$ cat src/rtl/irq_ctrl32.sv
module irq_ctrl32 #(
  parameter int          AW   = 3,
  parameter logic [31:0] RSVD = 32'h0000_7000
) (
  input  logic          clk,
  input  logic          rst,
  input  logic [AW-1:0] bus_addr,
  input  logic [31:0]   bus_wdata,
  input  logic          bus_we,
  input  logic          bus_re,
  output logic [31:0]   bus_rdata,
  input  logic [31:0]   irq_src,
  output logic          irq_norm,
  output logic          irq_mcheck,
  output logic [5:0]    pend_idx
);
  localparam logic [AW-1:0] A_PEND = AW'(0);
  localparam logic [AW-1:0] A_EN   = AW'(1);
  localparam logic [AW-1:0] A_RTE  = AW'(2);
  localparam logic [AW-1:0] A_POL  = AW'(3);
  localparam logic [AW-1:0] A_MODE = AW'(4);
  localparam logic [AW-1:0] A_GATE = AW'(5);
  localparam logic [AW-1:0] A_WIN  = AW'(6);

  logic [31:0] src_b, sync1, sync2, sync3;
  logic [31:0] pend_q, en_q, rte_q, pol_q, mode_q;
  logic [31:0] act_now, act_old, hit, clr, gated;
  logic [5:0]  win;

  always_comb
    for (int b = 0; b < 32; b++) src_b[b] = irq_src[31-b];

  always_ff @(posedge clk) begin
    if (rst) begin
      sync1 <= '0;
      sync2 <= '0;
      sync3 <= '0;
    end else begin
      sync1 <= src_b;
      sync2 <= sync1;
      sync3 <= sync2;
    end
  end

  assign act_now = ~(sync2 ^ pol_q);
  assign act_old = ~(sync3 ^ pol_q);
  assign hit     = (mode_q & act_now & ~act_old) | (~mode_q & act_now);
  assign clr     = (bus_we && bus_addr == A_PEND) ? bus_wdata : '0;
  assign gated   = pend_q & en_q;

  always_ff @(posedge clk) begin
    if (rst) begin
      pend_q <= '0;
      en_q   <= '0;
      rte_q  <= '1;
      pol_q  <= '0;
      mode_q <= '0;
    end else begin
      pend_q <= ((pend_q & ~clr) | hit) & ~RSVD;
      if (bus_we) begin
        case (bus_addr)
          A_EN:    en_q   <= bus_wdata & ~RSVD;
          A_RTE:   rte_q  <= bus_wdata;
          A_POL:   pol_q  <= bus_wdata;
          A_MODE:  mode_q <= bus_wdata;
          default: ;
        endcase
      end
    end
  end

  always_comb begin
    win = 6'd32;
    for (int b = 0; b < 32; b++)
      if (gated[b]) win = 6'(31 - b);
  end

  assign pend_idx   = win;
  assign irq_norm   = |(gated & rte_q);
  assign irq_mcheck = |(gated & ~rte_q);

  always_ff @(posedge clk) begin
    if (rst) bus_rdata <= '0;
    else if (bus_re) begin
      case (bus_addr)
        A_PEND:  bus_rdata <= pend_q;
        A_EN:    bus_rdata <= en_q;
        A_RTE:   bus_rdata <= rte_q;
        A_POL:   bus_rdata <= pol_q;
        A_MODE:  bus_rdata <= mode_q;
        A_GATE:  bus_rdata <= gated;
        A_WIN:   bus_rdata <= {26'd0, win};
        default: bus_rdata <= '0;
      endcase
    end
  end
endmodule


$ cat config.mk
export PLATFORM = sky130hd
export DESIGN_NAME = irq_ctrl32
export DESIGN_NICKNAME = d
export VERILOG_FILES = /design/src/rtl/irq_ctrl32.sv
export SDC_FILE = /design/constraint.sdc
export NUM_CORES = 1
export LEC_CHECK = 0
export BUFFER_PORTS_ARGS = -buffer_cell sky130_fd_sc_hd__buf_4
export CORE_MARGIN = 5
export CORE_UTILIZATION = 42
export DETAILED_ROUTE_END_ITERATION = 8
export PLACE_DENSITY_LB_ADDON = 0.12
export SLEW_MARGIN = 30
export SYNTH_ARGS = -nofsm -noshare
export SYNTH_HDL_FRONTEND = slang
export SYNTH_SLANG_ARGS = --single-unit
$ cat constraint.sdc
create_clock -name clk -period 4.4 [get_ports clk]
set_input_delay 0.22 -clock clk [delete_from_list [all_inputs] [get_ports clk]]
set_output_delay 0.22 -clock clk [all_outputs]
set_load 0.01 [all_outputs]
==> Word level (Yosys, flattened, before mapping) <==
Index checks and enable logic that the tools add are counted.
{ "op_classes": {"n_eq_ne": 6, "n_mux": 34, "bitwise": 17, "reduce_logical": 8} }
{ "op_table": {"columns": ["op", "count"], "rows": [
  ["bitwise AND 32 bit", 7],
  ["case mux 32 bit (7 select lines)", 1],
  ["2-to-1 mux 6 bit", 32],
  ["inverter 32 bit", 6],
  ["bitwise OR 32 bit", 2],
  ["OR reduction 32 bit", 2],
  ["XOR 32 bit", 2],
  ["2-to-1 mux 32 bit", 1],
  ["equality test 3 bit, second input constant", 3],
  ["AND reduction 2 bit", 4],
  ["equality test 3 x 2 -> 1 bit, second input constant", 2],
  ["equality test 3 x 1 -> 1 bit, second input constant", 1],
  ["zero test 3 bit", 1],
  ["logical AND 1 bit", 1]
]} }
{ "totals": {"register_bits": 285, "output_inout_bits": 40, "wordCells": 75} }

==> Longest topological paths before layout <==
{ "logic_depth": {"ltp_word": 34, "mapped_depth": 8, "ltp_nobuf": 6} }

==> Least setup slack after synthesis <==
OpenSTA, ideal clock, no wires.
{ "synth_timing": {"path_kind": "register to register", "startpoint": "register pend_q[11]", "endpoint": "register bus_rdata[1]", "setup_time_ns": 0.074, "t_arrival_ns": 1.695, "required_time_ns": 4.326, "setup_slack_ns": 2.631, "stages_incl_launch_ff": 7, "n_path_buf": 0, "cell_sequence": "dfxtp_1 a222oi_1 o21ai_1 a21oi_1 o41ai_1 or4_1 a31oi_1"} }
{ "synth_via": {"elab_chain_cells": 23} }
{ "synth_lines": {"columns": ["element", "line", "source"], "rows": [
  ["from (decl)", "26", "logic [31:0] pend_q, en_q, rte_q, pol_q, mode_q;"],
  ["from (signal assigned)", "59", "pend_q <= ((pend_q & ~clr) | hit) & ~RSVD;"],
  ["bitwise AND 32 bit", "49", "assign gated = pend_q & en_q;"],
  ["2-to-1 mux 6 bit (21 in a row)", "75", "if (gated[b]) win = 6'(31 - b);"],
  ["case mux 32 bit (7 select lines)", "85", "case (bus_addr)"],
  ["to (signal assigned)", "86", "A_PEND: bus_rdata <= pend_q;"],
  ["to (signal assigned)", "87", "A_EN: bus_rdata <= en_q;"],
  ["to (signal assigned)", "88", "A_RTE: bus_rdata <= rte_q;"],
  ["to (decl)", "11", "output logic [31:0] bus_rdata,"]
]} }
Every way passes these cells.
A chain may end at the register's enable or synchronous reset.

==> Worst setup path after layout <==
{ "layout_timing": {"startpoint": "register pend_q[25]", "endpoint": "output pend_idx[4]"} }
{ "layout_via": {"elab_chain_cells": 8} }
{ "layout_lines": {"columns": ["element", "line", "source"], "rows": [
  ["bitwise AND 32 bit", "49", null],
  ["2-to-1 mux 6 bit (7 in a row)", "75", null],
  ["to (decl)", "15", "output logic [5:0] pend_idx"]
]} }
Every way passes these cells.

==> qor.csv <==
stage,metric,value,unit
finish,most frequent cells in the layout,"nand2_1, dfxtp_1, a21oi_1, buf_4, nor2b_1",
global_route,first-pass GRT wire length,57100,um
worst_setup_path,Worst R2R Setup Slack,2.04,ns
timing,"Hold Vio Cnt, Final",0,
timing,RSZ-0062 raised after global routing,false,
clock_tree,post-CTS sizing,0,
global_route,grt ovf,0,
route,DRC Markers,0,
timing,Worst Skew,0.0242,ns
logic_synthesis,Synth Net Count,1462,
finish,antenna fix cells,0,
clock_tree,CTS sink cnt,273,
power,maximum vdd ir drop,0.000295,V
logic_synthesis,Syn Std Cell Area,11600,um^2
logic_synthesis,Synth Register Bits,273,
logic_synthesis,Ys Warns,0,
worst_setup_path,Setup crit start kind,register,
global_route,gr usage total,23.2,%
place,placed cell area,12700,um^2
floorplan,initial core utilization,42.9,%
logic_synthesis,mux share of post-synthesis cell area,3.27,%
floorplan,DIE WIDTH,176,um
hold_path,worst hold stages,3,
timing,setup_tns,0,ns
power,P_leak,5.39,nW
worst_setup_path,Critical R2R Capture,bus_rdata[1],
logic_synthesis,Compound-Gate Fraction of Synth Area,19.6,%
global_route,initial antenna violation count,1,
finish,"commonest non-fill, non-tap cell in the layout",nand2_1,
worst_setup_path,"Arr. time, crit path",2.53,ns
run_status,status,"finished, final reports clean",
worst_setup_path,cells along the critical path,a22oi_1 > nand2_1 > or4_1 > nor2_1 > buf_4,
clock_tree,CTS Buf Count,29,
clock_tree,Longest Clk Path Bufs,3,
clock_tree,# Post-CTS Setup Buffers,0,
route,routed via count,10400,
worst_setup_path,"Worst Path Class, Setup",register to primary output,
timing,final setup violation count,0,
power,sequential share of power,47.7,%
clock_tree,H-tree levels,1,
power,Net Sw Power,1.38,mW
hold_path,Worst Hold Class,primary input to register,
floorplan,Core Box Area,27000,um^2
logic_synthesis,"EDFF count, synth",0,
power,Logic pwr share,10.2,%
clock_tree,clock latency at the later pin of the worst-skew pair,0.55,ns
logic_synthesis,top_reg_cell synth,dfxtp_1,
timing,crit path time final,2.75,ns
route,wire per inst,19.7,um
finish,fraction of layout instances using a drive strength above 1,12.0,%
floorplan,die span in y,176,um
floorplan,Rows,60,
finish,fin area,14200,um^2
finish,nets,1596,
global_route,number of global-route vias before repair,9772,
route,drt via density,5.52,
finish,final non-filler cell total,1886,
clock_tree,Worst-path clk slew,0.06,ns
route,Iter 0 DRT Violations,928,
logic_synthesis,sequential share of the synthesized area,47.2,%
timing,fmax,363,MHz
worst_setup_path,CP max-delay cell,or4_1,
place,placed cells,1773,
route,Initial DRT Pass Iterations,5,
hold_path,Hold EP,bus_rdata[27],
logic_synthesis,Syn Area/Cell,8.33,um^2
route,routed wire length,37100,um
place,Final HPWL DP,25300,um
floorplan,Die ar.,31000,um^2
worst_setup_path,WP data required,4.18,ns
worst_setup_path,Critical Path End Type,primary output,
power,switching share of power,24.7,%
timing,final period utilization,62.6,%
timing,Max-slew headroom,33.1,%
logic_synthesis,Post-synth ARST share,0,%
clock_tree,clock tree root driver cell,clkbuf_16,
power,Clock Power Share,42.1,%
power,Overall Power,5.58,mW
logic_synthesis,simple-gate area share of the yosys netlist,22.9,%
worst_setup_path,FF-to-FF path depth,6,
job,MaxCap Viol Count,0,
logic_synthesis,main combinational cell family by area after synthesis,simple AND/OR/NAND/NOR gates,
logic_synthesis,adder and majority cell fraction of the synthesized area,0,%
power,pwr/cell area,392,nW/um^2
worst_setup_path,Reg2Reg Launch Point,pend_q[11],
route,Final ANT Viol Nets,0,
worst_setup_path,critical path peak fanout,6,
place,number of I/O port buffers,107,
timing,fin. max-slew vios,0,
worst_setup_path,CP peak stage delay,0.60,ns
timing,Slew @ Worst Pin,1.00,ns
hold_path,hold_sp,bus_re,
global_route,pin count of the biggest net entering global routing,134,
logic_synthesis,Yosys cell types,49,
logic_synthesis,Synth Area in XOR/XNOR,3.93,%
power,internal power,4.20,mW
clock_tree,CTS tree,built,
logic_synthesis,Synth Instances,1391,
floorplan,# IOs,111,
finish,Layout area overhead,22.9,%
place,Placer Congestion,0.944,
==> registers in the layout, summed over array words and instances, names as in the netlist <==
signal / flops
sync1: 29
mode_q: 32
bus_rdata: 32
pend_q: 29
sync2: 29
rte_q: 32
sync3: 29
pol_q: 32
en_q: 29
==> metal layers <==
layer / wire length, um / GRT usage [%]
met1: 17700 / 34.8
met2: 15300 / 33.5
met3: 3180 / 5.01
met4: 879 / 6.40
met5: 0 / 0
==> power by group through the flow <==
stage	logic, mW	registers (mW)	clock network, mW
final	0.567	2.66	2.35
after global routing	0.617	2.67	2.50
after CTS	0.560	2.66	2.40
after detailed placement	0.515	2.72	0
after global placement	0.509	2.71	0
after floorplan	0.300	2.68	0
==> worst max-delay path by stage <==
| stage | startpoint | endpoint | cells past startpoint |
|---|---|---|---|
| 4_1_cts | pend_q[25] | pend_idx[4] | 5 |
| 6_report | pend_q[25] | pend_idx[4] | 5 |
| 3_5_place_dp | bus_addr[1] | pol_q[23] | 8 |
| 5_1_grt | pend_q[25] | pend_idx[4] | 5 |
| 2_1_floorplan | pend_q[11] | bus_rdata[1] | 6 |
| 3_3_place_gp | bus_addr[1] | pol_q[18] | 8 |
==> cell usage after synthesis, types with 26 or more instances <==
| master | number | area share [%] |
|---|---|---|
| a21oi_1 | 169 | 7.3 |
| xor2_1 | 26 | 2.0 |
| a211o_1 | 32 | 2.4 |
| nor2b_1 | 123 | 6.6 |
| nor2_1 | 77 | 2.5 |
| clkbuf_1 | 70 | 2.3 |
| nand2_1 | 294 | 9.5 |
| xnor2_1 | 26 | 2.0 |
| dfxtp_1 | 273 | 47 |
| mux2i_1 | 30 | 2.6 |
| nand3_1 | 36 | 1.6 |
==> cell families after synthesis <==
logic type	Yosys count
mux	36
compound gates	355
buf+inv	93
simple gates	582
xor+xnor	52
flops	273
==> critical path: cells and delay by family, from the launching register on <==
family / cells / cell delay, ns
compound gates: 1 / 0.44
buf+inv: 1 / 0.17
flops: 1 / 0.37
simple gates: 3 / 0.99
==> repair_timing <==
item | 4_1_cts | 5_1_grt
setup endpoints to repair | 0 | 0
hold buffers | 61 | 0
endpoints found under the hold margin | 161 | 0
==> metrics by stage <==
step           hold WS (ns)  setup WS, ns  util [%]
3_3_place_gp          0.417          1.70      47.0
6_report              0.144          1.65      52.7
3_5_place_dp          0.423          1.68      47.0
4_1_cts               0.118          1.66      52.6
5_1_grt               0.134          1.52      52.7
2_1_floorplan         0.338          2.63         -
==> layout make-up <==
| class | instances | area, um^2 |
|---|---|---|
| Clock buffer | 45 | 856 |
| Clock inverter | 6 | 58.8 |
| Fill cell | 2618 | 12800 |
| Inverter | 7 | 26.3 |
| Multi-Input combinational cell | 1025 | 5790 |
| Sequential cell | 273 | 5470 |
| Tap cell | 341 | 427 |
| Timing Repair Buffer | 189 | 1620 |
Note: power is estimated with default switching activity, not from simulation.
